`src/rtl/acc_alu_pkg.sv`:
```
package acc_alu_pkg;
  typedef enum logic [2:0] {
    OP_ADD = 3'd0,
    OP_SUB = 3'd1,
    OP_SHL = 3'd2,
    OP_RLC = 3'd3,
    OP_RRC = 3'd4,
    OP_INC = 3'd5,
    OP_DEC = 3'd6,
    OP_TST = 3'd7
  } alu_op_e;

  typedef struct packed {
    logic n;
    logic v;
    logic z;
    logic c;
  } alu_flags_t;
endpackage

```
`src/rtl/acc_alu_addsub.sv`:
```
module acc_alu_addsub #(
  parameter int W = 8
) (
  input  logic [W-1:0] a_i,
  input  logic [W-1:0] m_i,
  input  logic         sub_i,
  input  logic         cin_i,
  input  logic         dec_i,
  output logic [W-1:0] res_o,
  output logic         n_o,
  output logic         v_o,
  output logic         z_o,
  output logic         c_o
);
  localparam int MSB = W - 1;

  logic [W-1:0] m_eff;
  logic [W:0]   sum;
  logic [W-1:0] r_bin;
  logic [W-1:0] dec_res;
  logic [4:0]   lo_s, hi_s;
  logic [3:0]   lo_a, hi_a;
  logic         hc, dc;

  assign m_eff = sub_i ? ~m_i : m_i;
  assign sum   = {1'b0, a_i} + {1'b0, m_eff} + {{W{1'b0}}, cin_i};
  assign r_bin = sum[W-1:0];

  // nibble correction on the low byte only
  always_comb begin
    lo_s = {1'b0, a_i[3:0]} + {1'b0, m_eff[3:0]} + {4'b0, cin_i};
    if (sub_i) begin
      hc   = lo_s[4];
      lo_a = hc ? lo_s[3:0] : lo_s[3:0] + 4'd10;
    end else begin
      hc   = (lo_s > 5'd9);
      lo_a = hc ? lo_s[3:0] + 4'd6 : lo_s[3:0];
    end
    hi_s = {1'b0, a_i[7:4]} + {1'b0, m_eff[7:4]} + {4'b0, hc};
    if (sub_i) begin
      dc   = hi_s[4];
      hi_a = dc ? hi_s[3:0] : hi_s[3:0] + 4'd10;
    end else begin
      dc   = (hi_s > 5'd9);
      hi_a = dc ? hi_s[3:0] + 4'd6 : hi_s[3:0];
    end
  end

  if (W > 8) begin : g_wide
    assign dec_res = {r_bin[W-1:8], hi_a, lo_a};
  end else begin : g_byte
    assign dec_res = {hi_a, lo_a};
  end

  assign res_o = dec_i ? dec_res : r_bin;
  assign c_o   = dec_i ? dc : sum[W];
  assign n_o   = r_bin[MSB];
  assign z_o   = ~|r_bin;
  assign v_o   = (sub_i ? (a_i[MSB] ^ m_i[MSB]) : ~(a_i[MSB] ^ m_i[MSB]))
               & (a_i[MSB] ^ r_bin[MSB]);
endmodule

```
`src/rtl/acc_alu_unary.sv`:
```
module acc_alu_unary
  import acc_alu_pkg::*;
#(
  parameter int W = 8
) (
  input  alu_op_e      op_i,
  input  logic [W-1:0] m_i,
  input  logic         cin_i,
  output logic [W-1:0] res_o,
  output logic         c_o
);
  always_comb begin
    res_o = m_i;
    c_o   = cin_i;
    unique case (op_i)
      OP_SHL: begin res_o = {m_i[W-2:0], 1'b0};  c_o = m_i[W-1]; end
      OP_RLC: begin res_o = {m_i[W-2:0], cin_i}; c_o = m_i[W-1]; end
      OP_RRC: begin res_o = {cin_i, m_i[W-1:1]}; c_o = m_i[0];   end
      OP_INC: res_o = m_i + {{(W-1){1'b0}}, 1'b1};
      OP_DEC: res_o = m_i - {{(W-1){1'b0}}, 1'b1};
      default: ;
    endcase
  end
endmodule

```
`src/rtl/acc_alu.sv`:
```
module acc_alu
  import acc_alu_pkg::*;
#(
  parameter int W = 8
) (
  input  logic         clk_i,
  input  logic         rst_ni,
  input  logic [2:0]   op_i,
  input  logic [W-1:0] a_i,
  input  logic [W-1:0] m_i,
  input  logic         carry_i,
  input  logic         ovf_i,
  input  logic         dec_i,
  output logic [W-1:0] res_o,
  output logic         n_o,
  output logic         v_o,
  output logic         z_o,
  output logic         c_o
);
  localparam int MSB = W - 1;

  alu_op_e      op;
  logic [W-1:0] as_res, un_res, res_d, res_q;
  logic         as_n, as_v, as_z, as_c, un_c;
  alu_flags_t   flg_d, flg_q;

  assign op = alu_op_e'(op_i);

  acc_alu_addsub #(.W(W)) u_addsub (
    .a_i   (a_i),
    .m_i   (m_i),
    .sub_i (op == OP_SUB),
    .cin_i (carry_i),
    .dec_i (dec_i),
    .res_o (as_res),
    .n_o   (as_n),
    .v_o   (as_v),
    .z_o   (as_z),
    .c_o   (as_c)
  );

  acc_alu_unary #(.W(W)) u_unary (
    .op_i  (op),
    .m_i   (m_i),
    .cin_i (carry_i),
    .res_o (un_res),
    .c_o   (un_c)
  );

  always_comb begin
    unique case (op)
      OP_ADD, OP_SUB: begin
        res_d = as_res;
        flg_d = '{n: as_n, v: as_v, z: as_z, c: as_c};
      end
      OP_TST: begin
        res_d = a_i;
        flg_d = '{n: m_i[MSB], v: m_i[MSB-1], z: ~|(a_i & m_i), c: carry_i};
      end
      default: begin
        res_d = un_res;
        flg_d = '{n: un_res[MSB], v: ovf_i, z: ~|un_res, c: un_c};
      end
    endcase
  end

  always_ff @(posedge clk_i or negedge rst_ni) begin
    if (!rst_ni) begin
      res_q <= '0;
      flg_q <= '0;
    end else begin
      res_q <= res_d;
      flg_q <= flg_d;
    end
  end

  assign res_o = res_q;
  assign n_o   = flg_q.n;
  assign v_o   = flg_q.v;
  assign z_o   = flg_q.z;
  assign c_o   = flg_q.c;
endmodule

```
`config.mk`:
```
export PLATFORM = sky130hd
export DESIGN_NAME = acc_alu
export DESIGN_NICKNAME = d
export VERILOG_FILES = /design/src/rtl/acc_alu_pkg.sv /design/src/rtl/acc_alu_addsub.sv /design/src/rtl/acc_alu_unary.sv /design/src/rtl/acc_alu.sv
export SDC_FILE = /design/constraint.sdc
export NUM_CORES = 1
export LEC_CHECK = 0
export ABC_AREA = 1
export BUFFER_PORTS_ARGS = -buffer_cell sky130_fd_sc_hd__buf_2
export CAP_MARGIN = 0
export CORE_MARGIN = 3
export CORE_UTILIZATION = 55
export DETAILED_ROUTE_END_ITERATION = 10
export GPL_ROUTABILITY_DRIVEN = 0
export PLACE_DENSITY = 0.8
export SETUP_SLACK_MARGIN = 0.5
export SYNTH_ARGS = -nofsm -noshare
export SYNTH_HDL_FRONTEND = slang
export SYNTH_SLANG_ARGS = --single-unit
```
`constraint.sdc`:
```
create_clock -name clk_i -period 0.8 [get_ports clk_i]
set_input_delay 0.08 -clock clk_i [delete_from_list [all_inputs] [get_ports clk_i]]
set_output_delay 0.08 -clock clk_i [all_outputs]
set_load 0.03 [all_outputs]
```
==> impl_results.md, run 1 <==
- Synth Area per Inst: 6.00 µm²
- Maximum root-to-sink buffer count: 2
- PortBufs: 35
- Fail Step: clock tree synthesis
- Row cnt: 22
- Detailed Place HPWL: 6.48 mm
- Largest family of logic cells by synthesized area: simple AND/OR/NAND/NOR gates
- Synthesized area: 2280 µm²
- Count of distinct cell types in the synthesized netlist: 41
- Main synth FF type: dfrtp_1
- Cell count after synthesis: 380
- Status: aborted with a tool error
- Synth Area in XOR/XNOR: 0.0533
- Mux cell area share after synthesis: 0
- Err: [ERROR DPL-0033] detailed placement checks failed during check placement.
- Yosys warning total: 0
- Die Span X: 70.4 µm
- Seq cells post-synth: 12
- CTS-repair resized insts: 79
- Synth Area in Simple Gates: 0.431
- Synthesized Nets: 427
- Share of synthesized registers carrying an async set or reset: 1.00
- Clock root buffer: clkbuf_8
- Post-synth EDFFs: 0
- Initial Util: 0.595
- I/O pin cnt: 36
- Die height: 70.4 µm
- Placed instance area: 3210 µm²
- Sequential fraction of the synthesis area: 0.132
- Synth Area in Adders: 0.143
- Total clock sinks: 12
- Synth Area in Compound Gates: 0.124
- CTS Buf Count: 3
- Post-CTS Setup Bufs: 20
- Dpl cells: 545
- CTS H-tree lvls: 1
-- cell usage after synthesis, drive strengths merged (3+ instances only) --
master | n | area [µm²]
a21oi | 18 | 93.8
buf | 4 | 37.5
dfrtp | 12 | 300
fa | 5 | 100
ha | 18 | 225
inv | 57 | 214
nand2 | 134 | 513
nand3 | 40 | 205
nand3b | 7 | 52.6
nand4 | 10 | 62.6
nor2 | 23 | 120
o21ai | 19 | 95.1
xnor2 | 3 | 26.3
xor2 | 10 | 95.1
-- through the flow --
stage                     hold WS, ns  setup WS, ns  TNS (ns)
after floorplan                -0.216         -3.31    -26.22
after global placement        -0.0483         -3.12    -26.35
after detailed placement      -0.0353         -3.31    -27.74
-- cell families after synthesis --
| logic type | count (synthesis) |
|---|---|
| and+or+nand+nor | 219 |
| buffers and inverters | 64 |
| AOI/OAI and AO/OA | 49 |
| adders and majority gates | 23 |
| xor gates and xnor gates | 13 |
| DFF | 12 |
==> run 2: changes to the inputs <==
--- a/config.mk
+++ b/config.mk
@@ -9,11 +9,10 @@
 export BUFFER_PORTS_ARGS = -buffer_cell sky130_fd_sc_hd__buf_2
 export CAP_MARGIN = 0
 export CORE_MARGIN = 3
-export CORE_UTILIZATION = 55
+export CORE_UTILIZATION = 40
 export DETAILED_ROUTE_END_ITERATION = 10
 export GPL_ROUTABILITY_DRIVEN = 0
-export PLACE_DENSITY = 0.8
-export SETUP_SLACK_MARGIN = 0.5
+export PLACE_DENSITY_LB_ADDON = 0.15
 export SYNTH_ARGS = -nofsm -noshare
 export SYNTH_HDL_FRONTEND = slang
 export SYNTH_SLANG_ARGS = --single-unit
==> impl_results.md, run 2 <==
- GR Layer Usage met1: 0.341
- Synthesized Nets: 427 (unchanged)
- WS Path Type: input port to flip-flop
- DR vias: 3131
- Initial Util: 0.430 (-0.166)
- Number of global-route vias before repair: 2906
- Final instance area: 3830 µm²
- Sequential fraction of the synthesis area: 0.132 (unchanged)
- RSZ-0062 raised after global routing: true
- PD cells: 1520 nW/µm²
- Maximum root-to-sink buffer count: 2 (unchanged)
- Total track usage: 0.262
- Drt total wl: 8.87 mm
- Final Max Tran Viols: 0
- Cell count after synthesis: 380 (unchanged)
- Combinational fraction of design power: 0.752
- TNS Setup: -27.70 ns
- Max reg flops: 8
- Grt peak-use layer: met2
- ANT nets after route: 0
- Detailed Place HPWL: 6.33 mm (-2.3%)
- Cell with the largest stage delay on the worst path: fa_2
- WL/cell: 14.9 µm
- Share of cells above drive strength 1: 0.434
- Final Hold Viols: 0
- Failing checks: negative setup slack
- Post-synth EDFFs: 0 (unchanged)
- Ant diodes: 0
- Synth Area per Inst: 6.00 µm² (unchanged)
- Net Sw Frac: 0.446
- Worst slew pin tran: 0.640 ns
- Count of distinct cell types in the synthesized netlist: 41 (unchanged)
- Power, Total: 5830 µW
- Most frequent cells after synthesis: 132 x nand2_1, 55 x inv_1, 39 x nand3_1
- Crit path top cell by count: inv_2
- Synth area leader: nand2_1
- Worst Setup End Kind: flip-flop
- Int Power: 3230 µW
- Top post-synthesis cells by area: nand2_1 22%, dfrtp_1 13%, ha_1 9.9%
- Hold Crit Endpoint: v_o
- Critical Path Fanout Max: 4
- Area grow syn2layout: 68.1%
- Biggest cell delay along the critical path: 0.59 ns
- Min-delay src: ovf_i
- Leakage: 0.00212 µW
- Die Span X: 81.5 µm (+16%)
- Total grt overflow: 0
- Fmax: 0.270 GHz
- Commonest non-fill, non-tap cell in the layout: nand2_1
- Seq cells post-synth: 12 (unchanged)
- Fillers: 409
- Status: complete, but fails checks
- Most common cell in the netlist: nand2_1
- Clk pwr share: 0.119
- Core area: 5300 µm²
- Clock root buffer: clkbuf_8
- Placed instance area: 3260 µm² (+1.5%)
- Share of synthesized registers carrying an async set or reset: 1.00 (unchanged)
- Vias per inst: 5.26
- Die Area: 6640 µm²
- Met2 usage: 0.439
- Min Tclk post-route: 3.71 ns
- Net Sw Power: 2600 µW
- WHS Path Cells: 3
- Synthesized area: 2280 µm² (unchanged)
- Hold Slack: 0.140 ns
- Clk pin slew, worst setup/hold paths: 0.06 ns
- Iteration-0 DRC Markers: 279
- Critical Path AT: 3.83 ns
- Met3 Resource Use GR: 0.0329
- CTS tree: yes
- Initial antenna violation count: 0
- Row cnt: 26 (+18%)
- CTS H-tree lvls: 1 (unchanged)
- Fin nets: 573
- Hold/Removal Path Class: input port to flip-flop
- CTS Buf Count: 3 (unchanged)
- Final setup fails: 24
- Setup crit start kind: input port
- Max_cap viols: 0
- Worst EP required: 0.93 ns
- Leading cell types in the layout, fill and taps excluded: 113 x nand2_1, 105 x buf_4, 45 x inv_1, 28 x nand3_1, 21 x buf_2
- First-pass GRT wire length: 13.4 mm
- Die height: 81.5 µm (+16%)
- PortBufs: 35 (unchanged)
- Yosys top cell area share: 0.217 (unchanged)
- VDD IR-drop max: 0.878 mV
- I/O pin cnt: 36 (unchanged)
- Yosys warning total: 0 (unchanged)
- Seq pwr share: 0.128
- DRC violations left: 0
- Drt pass-1 iters: 5
- Main synth FF type: dfrtp_1
- Setup ws final: -2.91 ns
- Final cycle utilization of the critical path: 4.63
- Total clock sinks: 12 (unchanged)
- Largest net degree at the start of global routing: 13
- Worst rel slew slack: 0.571
[run 2: cell counts after synthesis]
Identical to the previous run, type by type.
[run 2: worst max-delay path by stage]
stage / depth (start not counted) / end / start
after global placement: 29 / res_o[6] / op_i[1]
after global routing: 32 / res_o[5] / op_i[2]
after detailed placement: 31 / res_o[6] / op_i[1]
final: 31 / res_o[6] / op_i[2]
after floorplan: 31 / res_o[6] / op_i[2]
after CTS: 31 / res_o[6] / op_i[2]
[run 2: critical path, delay by kind of cell]
kind | cells | cell delay (ns)
buffers and inverters | 9 | 0.60
adder cells (fa/ha/maj) | 5 | 1.59
XOR/XNOR | 1 | 0.15
AND/OR/NAND/NOR | 15 | 1.25
AO/OA/AOI/OAI | 1 | 0.14
[run 2: stage by stage]
step | utilization | instances | setup WS (ns)
floorplan | - | 380 | -3.31
global placement | 0.615 | 570 | -3.22
detailed placement | 0.615 | 570 | -3.32
CTS | 0.694 | 593 | -2.84
global route | 0.723 | 595 | -3.09
finish | 0.723 | 595 | -2.91
[run 2: cells by family after synthesis]
logic type / synth area share
and+or+nand+nor: 0.431
buffers and inverters: 0.118
AOI/OAI and AO/OA: 0.124
adders and majority gates: 0.143
xor gates and xnor gates: 0.0533
DFF: 0.132
[run 2: layout make-up]
| cell class | count | area, µm² | share of cell area |
|---|---|---|---|
| Tap cell | 70 | 87.6 | 0.0229 |
| Timing Repair Buffer | 146 | 1130 | 0.295 |
| Clock buffer | 4 | 55.1 | 0.0144 |
| Sequential cell | 12 | 300 | 0.0784 |
| Multi-Input combinational cell | 304 | 2030 | 0.529 |
| Inverter | 59 | 231 | 0.0604 |
[run 2: power by group through the flow]
stage	Sequential, µW	Combinational, µW	Clock (µW)
CTS	747	3900	683
global route	754	4730	711
floorplan	928	1740	0
finish	748	4390	696
global placement	735	3080	0
detailed placement	734	3160	0
[run 2: routing by layer]
layer  part of all wire  vias up
met5                  0        -
li1                   -     1522
met4              0.038        0
met3              0.090       38
met1               0.42     1394
met2               0.45      177
[run 2: what timing repair did]
action | CTS | global route
resized for setup | 58 | 32
hold endpoints to repair | 12 | 0
pin swaps | 22 | 17
endpoints found under the setup margin | 24 | 24
buffers inserted | 19 | 3
hold buffers | 1 | 0
Power figures use the tool's default switching activity.
==> run 3: changes to the inputs <==
--- a/config.mk
+++ b/config.mk
@@ -13,6 +13,7 @@
 export DETAILED_ROUTE_END_ITERATION = 10
 export GPL_ROUTABILITY_DRIVEN = 0
 export PLACE_DENSITY_LB_ADDON = 0.15
+export SETUP_SLACK_MARGIN = 0.2
 export SYNTH_ARGS = -nofsm -noshare
 export SYNTH_HDL_FRONTEND = slang
 export SYNTH_SLANG_ARGS = --single-unit
==> impl_results.md, run 3 (synthesis gave the netlist of run 2 again) <==
- Drt pass-1 iters: 5 (unchanged)
- Hold Crit Endpoint: v_o
- Biggest cell delay along the critical path: 0.39 ns (-0.20 ns)
- Detailed Place HPWL: 6.33 mm (unchanged)
- Combinational fraction of design power: 0.764 (+0.012)
- Vias per inst: 5.45 (+3.7%)
- Fin nets: 576 (+0.52%)
- Crit path top cell by count: buf_4
- Maximum root-to-sink buffer count: 2 (unchanged)
- Finished Layout Cells: 598 (+0.50%)
- Share of cells above drive strength 1: 0.449 (+0.0146)
- Die Span X: 81.5 µm (unchanged)
- DRC violations left: 0 (unchanged)
- Initial antenna violation count: 0 (unchanged)
- I/O pin cnt: 36 (unchanged)
- VDD IR-drop max: 0.995 mV (+13%)
- Drt total wl: 9.37 mm (+5.6%)
- Max reg flops: 8 (unchanged)
- Net Sw Frac: 0.450 (+0.00388)
- Row cnt: 26 (unchanged)
- Failing checks: negative setup slack
- WHS Path Cells: 3 (unchanged)
- Dpl cells: 570 (unchanged)
- Final core occ: 0.738 (+0.0158)
- Hold Slack: 0.127 ns (-0.0127 ns)
- Seq pwr share: 0.121 (-0.007)
- DR vias: 3262 (+4.2%)
- Net Sw Power: 2780 µW (+6.8%)
- Worst EP required: 0.93 ns (about the same)
- Final Hold Viols: 0 (unchanged)
- Status: complete, but fails checks
- Initial Util: 0.430 (unchanged)
- Final Max Tran Viols: 0 (unchanged)
- Number of global-route vias before repair: 2943 (+1.3%)
- Clk pin slew, worst setup/hold paths: 0.06 ns (about the same)
- Area grow syn2layout: 71.8%
- Fmax: 0.259 GHz (-4.1%)
- Leakage: 0.00215 µW (+1.6%)
- PD cells: 1580 nW/µm² (+3.6%)
- Clock root buffer: clkbuf_8
- Total track usage: 0.261 (-0.00109)
- Die Area: 6640 µm² (unchanged)
- Worst rel slew slack: 0.568 (-0.00385)
- First-pass GRT wire length: 13.4 mm (+0.21%)
- Power, Total: 6180 µW (+5.9%)
- Largest net degree at the start of global routing: 13 (unchanged)
- Cell with the largest stage delay on the worst path: fa_2
- Leading cell types in the layout, fill and taps excluded: 111 x nand2_1, 103 x buf_4, 45 x inv_1, 27 x nand3_1, 22 x buf_6
- Clk pwr share: 0.115 (-0.004)
- WL/cell: 15.7 µm (+5.1%)
- WS Path Type: input port to flip-flop
- Total clock sinks: 12 (unchanged)
- Iteration-0 DRC Markers: 308 (+10%)
- Ant diodes: 0 (unchanged)
- Setup crit start kind: input port
- Min-delay src: ovf_i
- Total grt overflow: 0 (unchanged)
- Worst slew pin tran: 0.646 ns (+0.00575 ns)
- Setup ws final: -3.06 ns (-0.157 ns)
- Worst Setup End Kind: flip-flop
- Int Power: 3400 µW (+5.2%)
- Critical Path Fanout Max: 4 (unchanged)
- RSZ-0062 raised after global routing: true
- CTS tree: yes
- Final setup fails: 24 (unchanged)
- Critical Path AT: 3.99 ns (+0.16 ns)
- Hold/Removal Path Class: input port to flip-flop
- CTS Buf Count: 3 (unchanged)
- PortBufs: 35 (unchanged)
- Final cycle utilization of the critical path: 4.83 (+0.196)
- Fillers: 388 (-5.1%)
- Core area: 5300 µm² (unchanged)
- ANT nets after route: 0 (unchanged)
- Die height: 81.5 µm (unchanged)
- Min Tclk post-route: 3.86 ns (+0.157 ns)
- CTS H-tree lvls: 1 (unchanged)
- Commonest non-fill, non-tap cell in the layout: nand2_1
- Max_cap viols: 0 (unchanged)
==> run 3: cell count changes in the layout (fill, tap and decap cells not counted), moves of 2 or more <==
cell	before	now
buf_4	105	103
buf_6	17	22
nand2_1	113	111
nand2_4	6	8
nor2_1	16	14
nor2_2	5	7
==> run 3: power groups by stage <==
stage	Combinational [µW]	Clock, µW	Sequential [µW]
detailed placement	3160	0	734
floorplan	1740	0	928
finish	4720	709	748
global route	5060	735	753
global placement	3080	0	735
CTS	3960	683	747
==> run 3: repair_timing <==
item | 4_1_cts | 5_1_grt
hold endpoints to repair | 12 | 0
setup endpoints to repair | 24 | 24
hold buffers | 1 | 0
resized for setup | 60 | 45
buffers inserted | 19 | 4
pin swaps | 24 | 19
==> run 3: stage by stage <==
step	setup WS (ns)	instance area (µm²)	TNS, ns
2_1_floorplan	-3.31	2370	-26.20
6_report	-3.06	3920	-28.89
3_5_place_dp	-3.32	3260	-27.29
5_1_grt	-3.18	3920	-30.37
4_1_cts	-2.84	3700	-26.30
3_3_place_gp	-3.22	3260	-26.39
==> run 3: cell type report <==
class | count | area (µm²) | share of cell area
clock buffers | 4 | 55.1 | 0.0141
flip-flops and latches | 12 | 300 | 0.0767
repair buffers | 149 | 1170 | 0.299
well taps | 70 | 87.6 | 0.0224
multi-input cells | 304 | 2070 | 0.529
inverters | 59 | 231 | 0.0591
==> run 3: worst max path at each step <==
stage                           to     from  cells after the start  slack [ns]
after floorplan           res_o[6]  op_i[2]                     31       -3.31
after global placement    res_o[6]  op_i[1]                     29       -3.22
after detailed placement  res_o[6]  op_i[1]                     31       -3.32
after CTS                 res_o[6]  op_i[2]                     31       -2.84
after global routing      res_o[2]  op_i[2]                     34       -3.18
final                     res_o[2]  op_i[2]                     34       -3.06
==> run 3: critical path, delay by kind of cell <==
family / cells / cell delay (ns)
and+or+nand+nor: 12 / 0.95
adders and majority gates: 3 / 0.77
buffers and inverters: 17 / 1.84
AOI/OAI and AO/OA: 1 / 0.16
xor gates and xnor gates: 1 / 0.17
==> run 3: layer usage <==
| layer | part of all wire | up-vias | GRT usage |
|---|---|---|---|
| met5 | 0 | - | 0 |
| li1 | - | 1528 | - |
| met1 | 0.41 | 1485 | 0.341 |
| met4 | 0.049 | 0 | 0.0963 |
| met3 | 0.078 | 48 | 0.0296 |
| met2 | 0.46 | 201 | 0.441 |
